File: src/rtl/adc_seq_pkg.sv
package adc_seq_pkg;
  parameter int unsigned SEQ_N   = 4;
  parameter int unsigned SMP_W   = 10;
  parameter int unsigned PTR_W   = 4;
  parameter int unsigned STAT_W  = 13;
  localparam int unsigned IDX_W  = $clog2(SEQ_N);

  // strobes from control to the FIFO datapath
  typedef struct packed {
    logic [SEQ_N-1:0]            push;
    logic [SEQ_N-1:0]            pop;
    logic [SEQ_N-1:0][SMP_W-1:0] sample;
  } seqCmd_t;
endpackage

File: src/rtl/adc_seq_slot.sv
module adc_seq_slot
  import adc_seq_pkg::*;
(
  input  logic              clk,
  input  logic              rstN,
  input  logic              push,
  input  logic              pop,
  input  logic [SMP_W-1:0]  sample,
  output logic [SMP_W-1:0]  dout,
  output logic [STAT_W-1:0] status,
  output logic              dropped
);
  localparam int unsigned DEPTH = 1 << PTR_W;

  logic [SMP_W-1:0] mem [DEPTH];
  logic [PTR_W-1:0] rdPtr, wrPtr, rdAfter, wrAfter;
  logic             emptyF, fullF, emptyMid, fullMid, emptyNext, fullNext, doWrite;

  // pop is applied first, then a push sees the post-pop state
  always_comb begin
    rdAfter  = rdPtr;
    emptyMid = emptyF;
    fullMid  = fullF;
    if (pop && !emptyF) begin
      rdAfter  = rdPtr + 1'b1;
      fullMid  = 1'b0;
      emptyMid = (rdAfter == wrPtr);
    end
    wrAfter   = wrPtr;
    emptyNext = emptyMid;
    fullNext  = fullMid;
    doWrite   = 1'b0;
    if (push && !fullMid) begin
      doWrite   = 1'b1;
      wrAfter   = wrPtr + 1'b1;
      emptyNext = 1'b0;
      fullNext  = (wrAfter == rdAfter);
    end
  end

  always_ff @(posedge clk) begin
    if (!rstN) begin
      rdPtr  <= '0;
      wrPtr  <= '0;
      emptyF <= 1'b1;
      fullF  <= 1'b0;
    end else begin
      rdPtr  <= rdAfter;
      wrPtr  <= wrAfter;
      emptyF <= emptyNext;
      fullF  <= fullNext;
    end
  end

  always_ff @(posedge clk) begin
    if (doWrite) mem[wrPtr] <= sample;
  end

  assign dout    = mem[rdPtr];
  assign dropped = push && fullMid;
  assign status  = {fullF, 3'b000, emptyF, wrPtr, rdPtr};
endmodule

File: src/rtl/adc_seq_datapath.sv
module adc_seq_datapath
  import adc_seq_pkg::*;
(
  input  logic                             clk,
  input  logic                             rstN,
  input  seqCmd_t                          cmd,
  output logic [SEQ_N-1:0][SMP_W-1:0]      fifoDout,
  output logic [SEQ_N-1:0][STAT_W-1:0]     fifoStat,
  output logic [SEQ_N-1:0]                 dropped
);
  for (genvar g = 0; g < SEQ_N; g++) begin : gSlot
    adc_seq_slot u_slot (
      .clk     (clk),
      .rstN    (rstN),
      .push    (cmd.push[g]),
      .pop     (cmd.pop[g]),
      .sample  (cmd.sample[g]),
      .dout    (fifoDout[g]),
      .status  (fifoStat[g]),
      .dropped (dropped[g])
    );
  end
endmodule

File: src/rtl/adc_seq_ctrl.sv
module adc_seq_ctrl
  import adc_seq_pkg::*;
#(
  parameter logic [31:0] LCG_MUL  = 32'd314159,
  parameter logic [31:0] LCG_INC  = 32'd1,
  parameter logic [3:0]  EV_TIMER = 4'd5,
  parameter logic [31:0] MUX_KEEP = 32'h3333_3333
) (
  input  logic                         clk,
  input  logic                         rstN,
  input  logic                         wrEn,
  input  logic                         rdEn,
  input  logic [7:0]                   addr,
  input  logic [31:0]                  wdata,
  input  logic                         trigIn,
  input  logic [SEQ_N-1:0][SMP_W-1:0]  fifoDout,
  input  logic [SEQ_N-1:0][STAT_W-1:0] fifoStat,
  input  logic [SEQ_N-1:0]             dropped,
  output seqCmd_t                      cmd,
  output logic [31:0]                  rdata,
  output logic [SEQ_N-1:0]             irqOut,
  output logic [SEQ_N-1:0]             actSel,
  output logic [4*SEQ_N-1:0]           evMux,
  output logic [SEQ_N-1:0]             intMask,
  output logic [SEQ_N-1:0]             rawSt
);
  localparam logic [7:0] A_ACT = 8'h00, A_RAW = 8'h04, A_MASK = 8'h08,
                         A_CLR = 8'h0C, A_OVF = 8'h10, A_EV   = 8'h14;
  localparam logic [7:0] SEQ_BASE = 8'h40;
  localparam logic [7:0] SEQ_END  = SEQ_BASE + 8'(32 * SEQ_N);

  logic [SEQ_N-1:0]  ovfSt, hit, w1cRaw, w1cOvf;
  logic [31:0]       muxReg [SEQ_N];
  logic [31:0]       ctlReg [SEQ_N];
  logic [31:0]       noise, noiseNext, nz;
  logic [7:0]        relAddr;
  logic [IDX_W-1:0]  seqIdx;
  logic [4:0]        seqOff;
  logic              inSeq;

  assign relAddr = addr - SEQ_BASE;
  assign seqIdx  = relAddr[5 +: IDX_W];
  assign seqOff  = relAddr[4:0];
  assign inSeq   = (addr >= SEQ_BASE) && (addr < SEQ_END);

  // selection and noise chain, lowest sequencer first
  always_comb begin
    nz = noise;
    for (int n = 0; n < SEQ_N; n++) begin
      hit[n] = trigIn && actSel[n] && (evMux[4*n +: 4] == EV_TIMER);
      cmd.sample[n] = '0;
      if (hit[n]) nz = nz * LCG_MUL + LCG_INC;
      cmd.sample[n] = SMP_W'(10'h200) + SMP_W'(nz[18:16]);
      cmd.pop[n] = rdEn && inSeq && (seqIdx == IDX_W'(n)) && (seqOff == 5'h08);
    end
    cmd.push  = hit;
    noiseNext = nz;
  end

  assign w1cRaw = (wrEn && addr == A_CLR) ? wdata[SEQ_N-1:0] : '0;
  assign w1cOvf = (wrEn && addr == A_OVF) ? wdata[SEQ_N-1:0] : '0;

  always_ff @(posedge clk) begin
    if (!rstN) begin
      actSel  <= '0;
      evMux   <= '0;
      intMask <= '0;
      rawSt   <= '0;
      ovfSt   <= '0;
      noise   <= '0;
      for (int n = 0; n < SEQ_N; n++) begin
        muxReg[n] <= '0;
        ctlReg[n] <= '0;
      end
    end else begin
      noise <= noiseNext;
      rawSt <= (rawSt & ~w1cRaw) | hit;
      ovfSt <= (ovfSt & ~w1cOvf) | dropped;
      if (wrEn) begin
        if (inSeq) begin
          if (seqOff == 5'h00) muxReg[seqIdx] <= wdata & MUX_KEEP;
          if (seqOff == 5'h04) ctlReg[seqIdx] <= wdata;
        end else begin
          case (addr)
            A_ACT:   actSel  <= wdata[SEQ_N-1:0];
            A_MASK:  intMask <= wdata[SEQ_N-1:0];
            A_EV:    evMux   <= wdata[4*SEQ_N-1:0];
            default: ;
          endcase
        end
      end
    end
  end

  always_comb begin
    rdata = '0;
    if (inSeq) begin
      case (seqOff)
        5'h00:   rdata = muxReg[seqIdx];
        5'h04:   rdata = ctlReg[seqIdx];
        5'h08:   rdata = 32'(fifoDout[seqIdx]);
        5'h0C:   rdata = 32'(fifoStat[seqIdx]);
        default: rdata = '0;
      endcase
    end else begin
      case (addr)
        A_ACT:   rdata = 32'(actSel);
        A_RAW:   rdata = 32'(rawSt);
        A_MASK:  rdata = 32'(intMask);
        A_CLR:   rdata = 32'(rawSt & intMask);
        A_OVF:   rdata = 32'(ovfSt);
        A_EV:    rdata = 32'(evMux);
        default: rdata = '0;
      endcase
    end
  end

  assign irqOut = rawSt & intMask;
endmodule

File: src/rtl/adc_seq_sampler.sv
module adc_seq_sampler
  import adc_seq_pkg::*;
(
  input  logic        clk,
  input  logic        rstN,
  input  logic        wrEn,
  input  logic        rdEn,
  input  logic [7:0]  addr,
  input  logic [31:0] wdata,
  output logic [31:0] rdata,
  input  logic        trigIn,
  output logic [3:0]  irqOut
);
  seqCmd_t                      cmd;
  logic [SEQ_N-1:0][SMP_W-1:0]  fifoDout;
  logic [SEQ_N-1:0][STAT_W-1:0] statW;
  logic [SEQ_N-1:0]             dropped, actSel, intMask, rawSt;
  logic [4*SEQ_N-1:0]           evMux;

  adc_seq_ctrl u_ctrl (
    .clk(clk), .rstN(rstN), .wrEn(wrEn), .rdEn(rdEn), .addr(addr),
    .wdata(wdata), .trigIn(trigIn), .fifoDout(fifoDout), .fifoStat(statW),
    .dropped(dropped), .cmd(cmd), .rdata(rdata), .irqOut(irqOut),
    .actSel(actSel), .evMux(evMux), .intMask(intMask), .rawSt(rawSt)
  );

  adc_seq_datapath u_dp (
    .clk(clk), .rstN(rstN), .cmd(cmd),
    .fifoDout(fifoDout), .fifoStat(statW), .dropped(dropped)
  );
endmodule

File: config.mk
export PLATFORM = sky130hd
export DESIGN_NAME = adc_seq_sampler
export DESIGN_NICKNAME = d
export VERILOG_FILES = /design/src/rtl/adc_seq_pkg.sv /design/src/rtl/adc_seq_slot.sv /design/src/rtl/adc_seq_datapath.sv /design/src/rtl/adc_seq_ctrl.sv /design/src/rtl/adc_seq_sampler.sv
export SDC_FILE = /design/constraint.sdc
export NUM_CORES = 2
export LEC_CHECK = 0
export BUFFER_PORTS_ARGS = -buffer_cell sky130_fd_sc_hd__buf_2
export CORE_AREA = 10 10 279 281
export CTS_CLUSTER_SIZE = 30
export DETAILED_ROUTE_END_ITERATION = 8
export DIE_AREA = 0 0 289 291
export PLACE_DENSITY = 0.69
export SYNTH_ARGS = -nofsm -noshare
export SYNTH_HDL_FRONTEND = slang
export SYNTH_SLANG_ARGS = --single-unit
File: constraint.sdc
create_clock -name clk -period 37 [get_ports clk]
set_input_delay 1.85 -clock clk [delete_from_list [all_inputs] [get_ports clk]]
set_output_delay 1.85 -clock clk [all_outputs]
set_load 0.005 [all_outputs]
After elaboration in Yosys (flattened, before gate mapping)
Memories as Yosys holds them, arrays and structs flattened. A register that Yosys moved wholly into a read port is not among the register bits.
Index checks and enable logic that the tools add are counted.
{ "op_classes": {"n_lt_le_gt_ge": 3, "bitwise_logic": 9, "mul": 4, "n_eq_ne": 23, "add_sub_neg": 17, "muxes": 66, "reduce_logical": 52} }
{ "op_table": {"columns": ["operator", "count"], "rows": [
  ["$mux 32", 6],
  ["$pmux 32 s6", 1],
  ["$add 32x1->32 const B", 4],
  ["$mul 32x19->32 const B", 4],
  ["$pmux 32 s4", 1],
  ["$mux 1", 41],
  ["$add 10x3->10 const A", 4],
  ["$mux 4", 10],
  ["$add 4x1->4 const B", 8],
  ["$eq 4x4->1", 8],
  ["$logic_and 1x1->1", 32],
  ["$reduce_or 32->1", 1],
  ["$bmux 13 s2", 1],
  ["$bmux 10 s2", 1],
  ["$and 4x4->4", 4],
  ["$eq 4x3->1 const B", 4],
  ["$eq 8x4->1 const B", 2],
  ["$eq 8x5->1 const B", 2],
  ["$mux 16", 1],
  ["$reduce_or 16->1", 1],
  ["$mux 13", 1],
  ["$eq 5x4->1 const B", 2],
  ["$mux 10", 1],
  ["$reduce_and 3->1", 3],
  ["17 further kinds", 31]
]} }
{ "totals": {"regBits": 104, "out_inout_bits": 36, "in_bits": 45, "ram_bits": 832, "elab_cells": 202, "n_memories": 6} }
{ "mem_list": {"columns": ["memory", "words", "word_bits", "rd", "rd_clocked_by_memory_dff", "write_ports", "line", "rtl"], "rows": [
  ["u_dp.gSlot[0].u_slot.mem", 16, 10, 1, 1, 1, "adc_seq_slot.sv:15", "logic [SMP_W-1:0] mem [DEPTH];"],
  ["u_dp.gSlot[1].u_slot.mem", 16, 10, 1, 1, 1, "adc_seq_slot.sv:15", null],
  ["u_dp.gSlot[2].u_slot.mem", 16, 10, 1, 1, 1, "adc_seq_slot.sv:15", null],
  ["u_dp.gSlot[3].u_slot.mem", 16, 10, 1, 1, 1, "adc_seq_slot.sv:15", null],
  ["u_ctrl.ctlReg", 4, 32, 1, 0, 4, "adc_seq_ctrl.sv:34", "logic [31:0] ctlReg [SEQ_N];"],
  ["u_ctrl.muxReg", 4, 16, 1, 0, 4, "adc_seq_ctrl.sv:33", "logic [31:0] muxReg [SEQ_N];"]
]} }

Depth between registers and ports, before layout
{ "logic_depth": {"depth_word": 13, "depth_mapped": 75, "depth_no_buf": 74} }

Cells and area by module
From an unflattened synthesis, not the netlist that was laid out.
{ "unflattened": {"hier_cells": 4008, "area_unflattened_um2": 54121.9} }
{ "by_module_without_submodules": {"columns": ["mod", "cells_per_inst", "seq_area_each_um2", "area_per_inst_um2", "instances"], "rows": [
  ["adc_seq_ctrl", 2523, 6786.5, 26349.0, 1],
  ["adc_seq_slot at u_dp.gSlot[1].u_slot ...", 389, 5004.8, 6962.9, 3],
  ["adc_seq_slot at u_dp.gSlot[0].u_slot", 318, 5004.8, 6884.1, 1]
]} }

Worst setup path before layout
OpenSTA, ideal clock, no wires.
{ "synth_timing": {"path_type": "register -> register", "startpoint": "reg u_ctrl.noise[5]", "endpoint": "mem u_dp.gSlot[3].u_slot.mem[0][2], data pin", "path_buffers": 0, "period_less_slack_ns": 17.655, "slack_ns": 19.345, "required_time_ns": 36.723, "arrival_time_ns": 17.378, "setup_ns": 0.277, "path_stages_with_launch": 68, "path_cell_list": "dfxtp_1 -> inv_1 -> fa_1 -> inv_1 -> ha_1 -> fa_1 -> ha_1 -> ha_1 -> fa_1 -> ha_1 -> and2_1 -> a31oi_2 -> nand2b_1 -> a21oi_1 -> xnor2_1 -> mux2i_1 -> inv_1 -> fa_1 -> (+32 left out) -> ha_1 -> ha_1 -> inv_1 -> fa_1 -> fa_1 -> fa_1 -> fa_1 -> xnor2_1 -> xnor2_1 -> xnor2_1 -> xnor2_1 -> xnor2_1 -> xnor2_1 -> xnor2_1 -> xnor2_1 -> xnor3_1 -> o211a_1 -> nor2_1"} }
{ "synth_lines": {"columns": ["element", "line", "rtl"], "rows": [
  ["start: declaration", "adc_seq_ctrl.sv:35", "logic [31:0] noise, noiseNext, nz;"],
  ["start signal: assignment", "adc_seq_ctrl.sv:76", "noise <= noiseNext;"],
  ["end: declaration", "adc_seq_slot.sv:15", null]
]} }

==> flow_summary.json <==
{
  "drt_pass1_iterations": 6,
  "synthesis.area_mm2": 0.0356,
  "syn2layout_area_growth_pct": 9.21,
  "final_layout_size_suffix_gt1_share_pct": 11.9,
  "worst_pin_slew_ns": 1.20,
  "io_buffers": 80,
  "max_stage_delay_ns": 0.74,
  "row_count": 99,
  "skew_ns": 0.0357,
  "synth_fp_nets": 3751,
  "die_y_um": 291,
  "ant_nets": 0,
  "place.gp.congestion": 0.903,
  "timing.final.hold_violations": 0,
  "synth_warnings": 0,
  "final_cell_mix": "inv_1, edfxtp_1, ha_1",
  "met2_usage_pct": 35.5,
  "grt_start_max_net_pins": 77,
  "root_buffer": "clkbuf_16",
  "crit_family": "adder cells",
  "gr-usage-met3_pct": 3.13,
  "hp-class": "flip-flop to flip-flop",
  "cp.arrival_ns": 20.04,
  "grt_busiest_layer": "met2",
  "worstSkewPairLatency_ns": 0.61,
  "drt_iter0_markers": 1831,
  "synth_edf_count": 384,
  "ys_seq_area_share_pct": 37.5,
  "async_flop_share_pct": 0,
  "avgSynthCellArea_um2": 11.5,
  "yosysTopAreaCell": "edfxtp_1",
  "clockBufferDepth": 3,
  "grt_overflow": 0,
  "irDropWorstVdd_uv": 34.4,
  "setup_viol": 0,
  "critical_path_required_ns": 37.25,
  "vias_per_cell": 5.54,
  "p_per_area_mw_per_mm2": 29.0,
  "io-pin-count": 81,
  "die_x_um": 289,
  "drv_cap": 0,
  "antenna_found_initial": 8,
  "worstSetupPathType": "flip-flop to flip-flop",
  "drc": 0,
  "grt_use_met1_pct": 27.2,
  "ctsHtreeMaxLevel": 2,
  "die-area_mm2": 0.0841,
  "crit_top_cell": "fa_1",
  "period_needed_ns": 19.79,
  "start_kind": "flip-flop",
  "grt_pass1_wl_mm": 138,
  "leakage_nw": 17.9,
  "rsz0062_at_grt": "no",
  "grt_usage_pct": 20.9,
  "slew_violations": 0,
  "cp-end-kind": "flip-flop",
  "ys_top_cells_by_area": "edfxtp_1, fa_1, ha_1, mux4_2, inv_1",
  "ctsResizeCount": 0,
  "initial_core_util_pct": 49.3,
  "cts_made_buffers": 50,
  "post_cts_buffers": 0,
  "synth_cell_types": 85,
  "postCtsHoldBufs": 0,
  "maxSlewHeadroom_pct": 19.8,
  "tns_ns": 0,
  "cts_tree": "yes",
  "core_mm2": 0.0723,
  "grt_pass1_vias": 24200,
  "yosys_register_bits": 475,
  "via_count": 23100,
  "timing.final.crit_share_pct": 53.5,
  "layout_commonest_cell": "inv_1",
  "wire_per_inst_um": 20.7,
  "post-synth-top-area-fraction_pct": 32.3,
  "path_clk_slew_ns": 0.06,
  "dpl_cell_area_mm2": 0.0373,
  "clock-sinks": 475,
  "cpMaxStageDelayCell": "nor2_1",
  "path_max_fanout": 18,
  "status": "complete, no violations",
  "dpl.hpwl_mm": 64.8,
  "nNetsFinal": 3812,
  "crit_buf_inv": 13,
  "fmax_ghz": 0.0505,
  "synthCells": 3105,
  "routed_wl_mm": 86.6,
  "final_area_mm2": 0.0389,
  "ys.flop_type": "edfxtp_1"
}
## flip-flops by register name (all words and copies together), names as in the netlist
signal                    flops
u_dp.gSlot.u_slot.wrPtr      16
u_ctrl.muxReg                64
u_ctrl.noise                 19
u_dp.gSlot.u_slot.emptyF      4
u_ctrl.rawSt                  4
u_dp.gSlot.u_slot.fullF       4
u_ctrl.ctlReg               128
u_ctrl.intMask                4
u_dp.gSlot.u_slot.mem       192
u_dp.gSlot.u_slot.rdPtr      16
u_ctrl.actSel                 4
u_ctrl.ovfSt                  4
u_ctrl.evMux                 16
## stage by stage
stage	setup WS, ns	instances	util (%)	hold slack [ns]	power [W]
after global routing	15.77	4173	53.8	0.506	0.00116
after CTS	17.11	4167	53.8	0.482	0.00113
final	17.21	4173	53.8	0.483	0.00113
after global placement	17.62	4073	51.5	0.467	0.000635
after detailed placement	17.18	4073	51.5	0.472	0.000636
after floorplan	19.34	3105	-	0.444	0.000619
## area by class of cell
type	instances	area, µm²
multi-input cells	1941	19800
clock inverters	33	342
flip-flops and latches	475	13400
diodes	6	15.0
fillers	6290	33400
repair buffers	132	796
clock buffers	61	1310
inverters	566	2120
well taps	959	1200
## worst paths after layout
| kind | end | from | slack, ns | depth (start not counted) |
|---|---|---|---|---|
| setup / recovery | u_dp.gSlot[3].u_slot.mem[6][2] | u_ctrl.noise[5] | 17.21 | 67 |
| hold / removal | u_ctrl.evMux[12] | u_ctrl.evMux[12] | 0.48 | 2 |
| setup reg to reg | u_dp.gSlot[3].u_slot.mem[6][2] | u_ctrl.noise[5] | 17.21 | 67 |
| hold reg to reg | u_ctrl.evMux[12] | u_ctrl.evMux[12] | 0.48 | 2 |
## cells in the mapped netlist, types with 11 or more instances
| library cell | number |
|---|---|
| mux2i_1 | 28 |
| nand2b_1 | 26 |
| clkbuf_1 | 100 |
| a22oi_1 | 20 |
| fa_1 | 263 |
| and2_1 | 39 |
| nand2_1 | 168 |
| edfxtp_1 | 384 |
| a21oi_1 | 80 |
| a21o_1 | 20 |
| nor3_1 | 44 |
| xor2_1 | 68 |
| xnor2_1 | 128 |
| inv_1 | 565 |
| or3_1 | 11 |
| mux4_2 | 120 |
| buf_1 | 18 |
| dfxtp_1 | 91 |
| ha_1 | 338 |
| nor2_1 | 230 |
| and3_1 | 105 |
| a211oi_1 | 19 |
| o21ai_0 | 52 |
| nand3_1 | 22 |
## worst min-delay path, delay by kind of cell, from the launching register on
family | cells | cell delay [ns]
AOI/OAI and AO/OA | 1 | 0.05
DFF | 1 | 0.33
and+or+nand+nor | 1 | 0.06
## power by group
group | internal (W) | total, W | switching (W)
registers | 0.000583 | 0.000586 | 0.00000300
clock network | 0.000290 | 0.000504 | 0.000214
logic | 0.0000136 | 0.0000388 | 0.0000252
## logic make-up (layout without fill, tap and decap cells)
logic type	after synthesis	in the layout	share of synthesized area, %
buffers and inverters	689	792	7.28
AND/OR/NAND/NOR	696	696	9.42
AO/OA/AOI/OAI	289	289	5.44
flip-flops	475	475	37.5
adder cells (fa/ha/maj)	601	601	26.6
XOR/XNOR	203	203	5.20
multiplexers	152	152	8.56
other	0	6	0
## layer usage
layer	routed length (µm)	part of all wire (%)
met1	36100	42
met2	43100	50
met3	4860	5.6
met4	2440	2.8
met5	26	0.030
No activity file was read; power rests on OpenSTA's default activity.
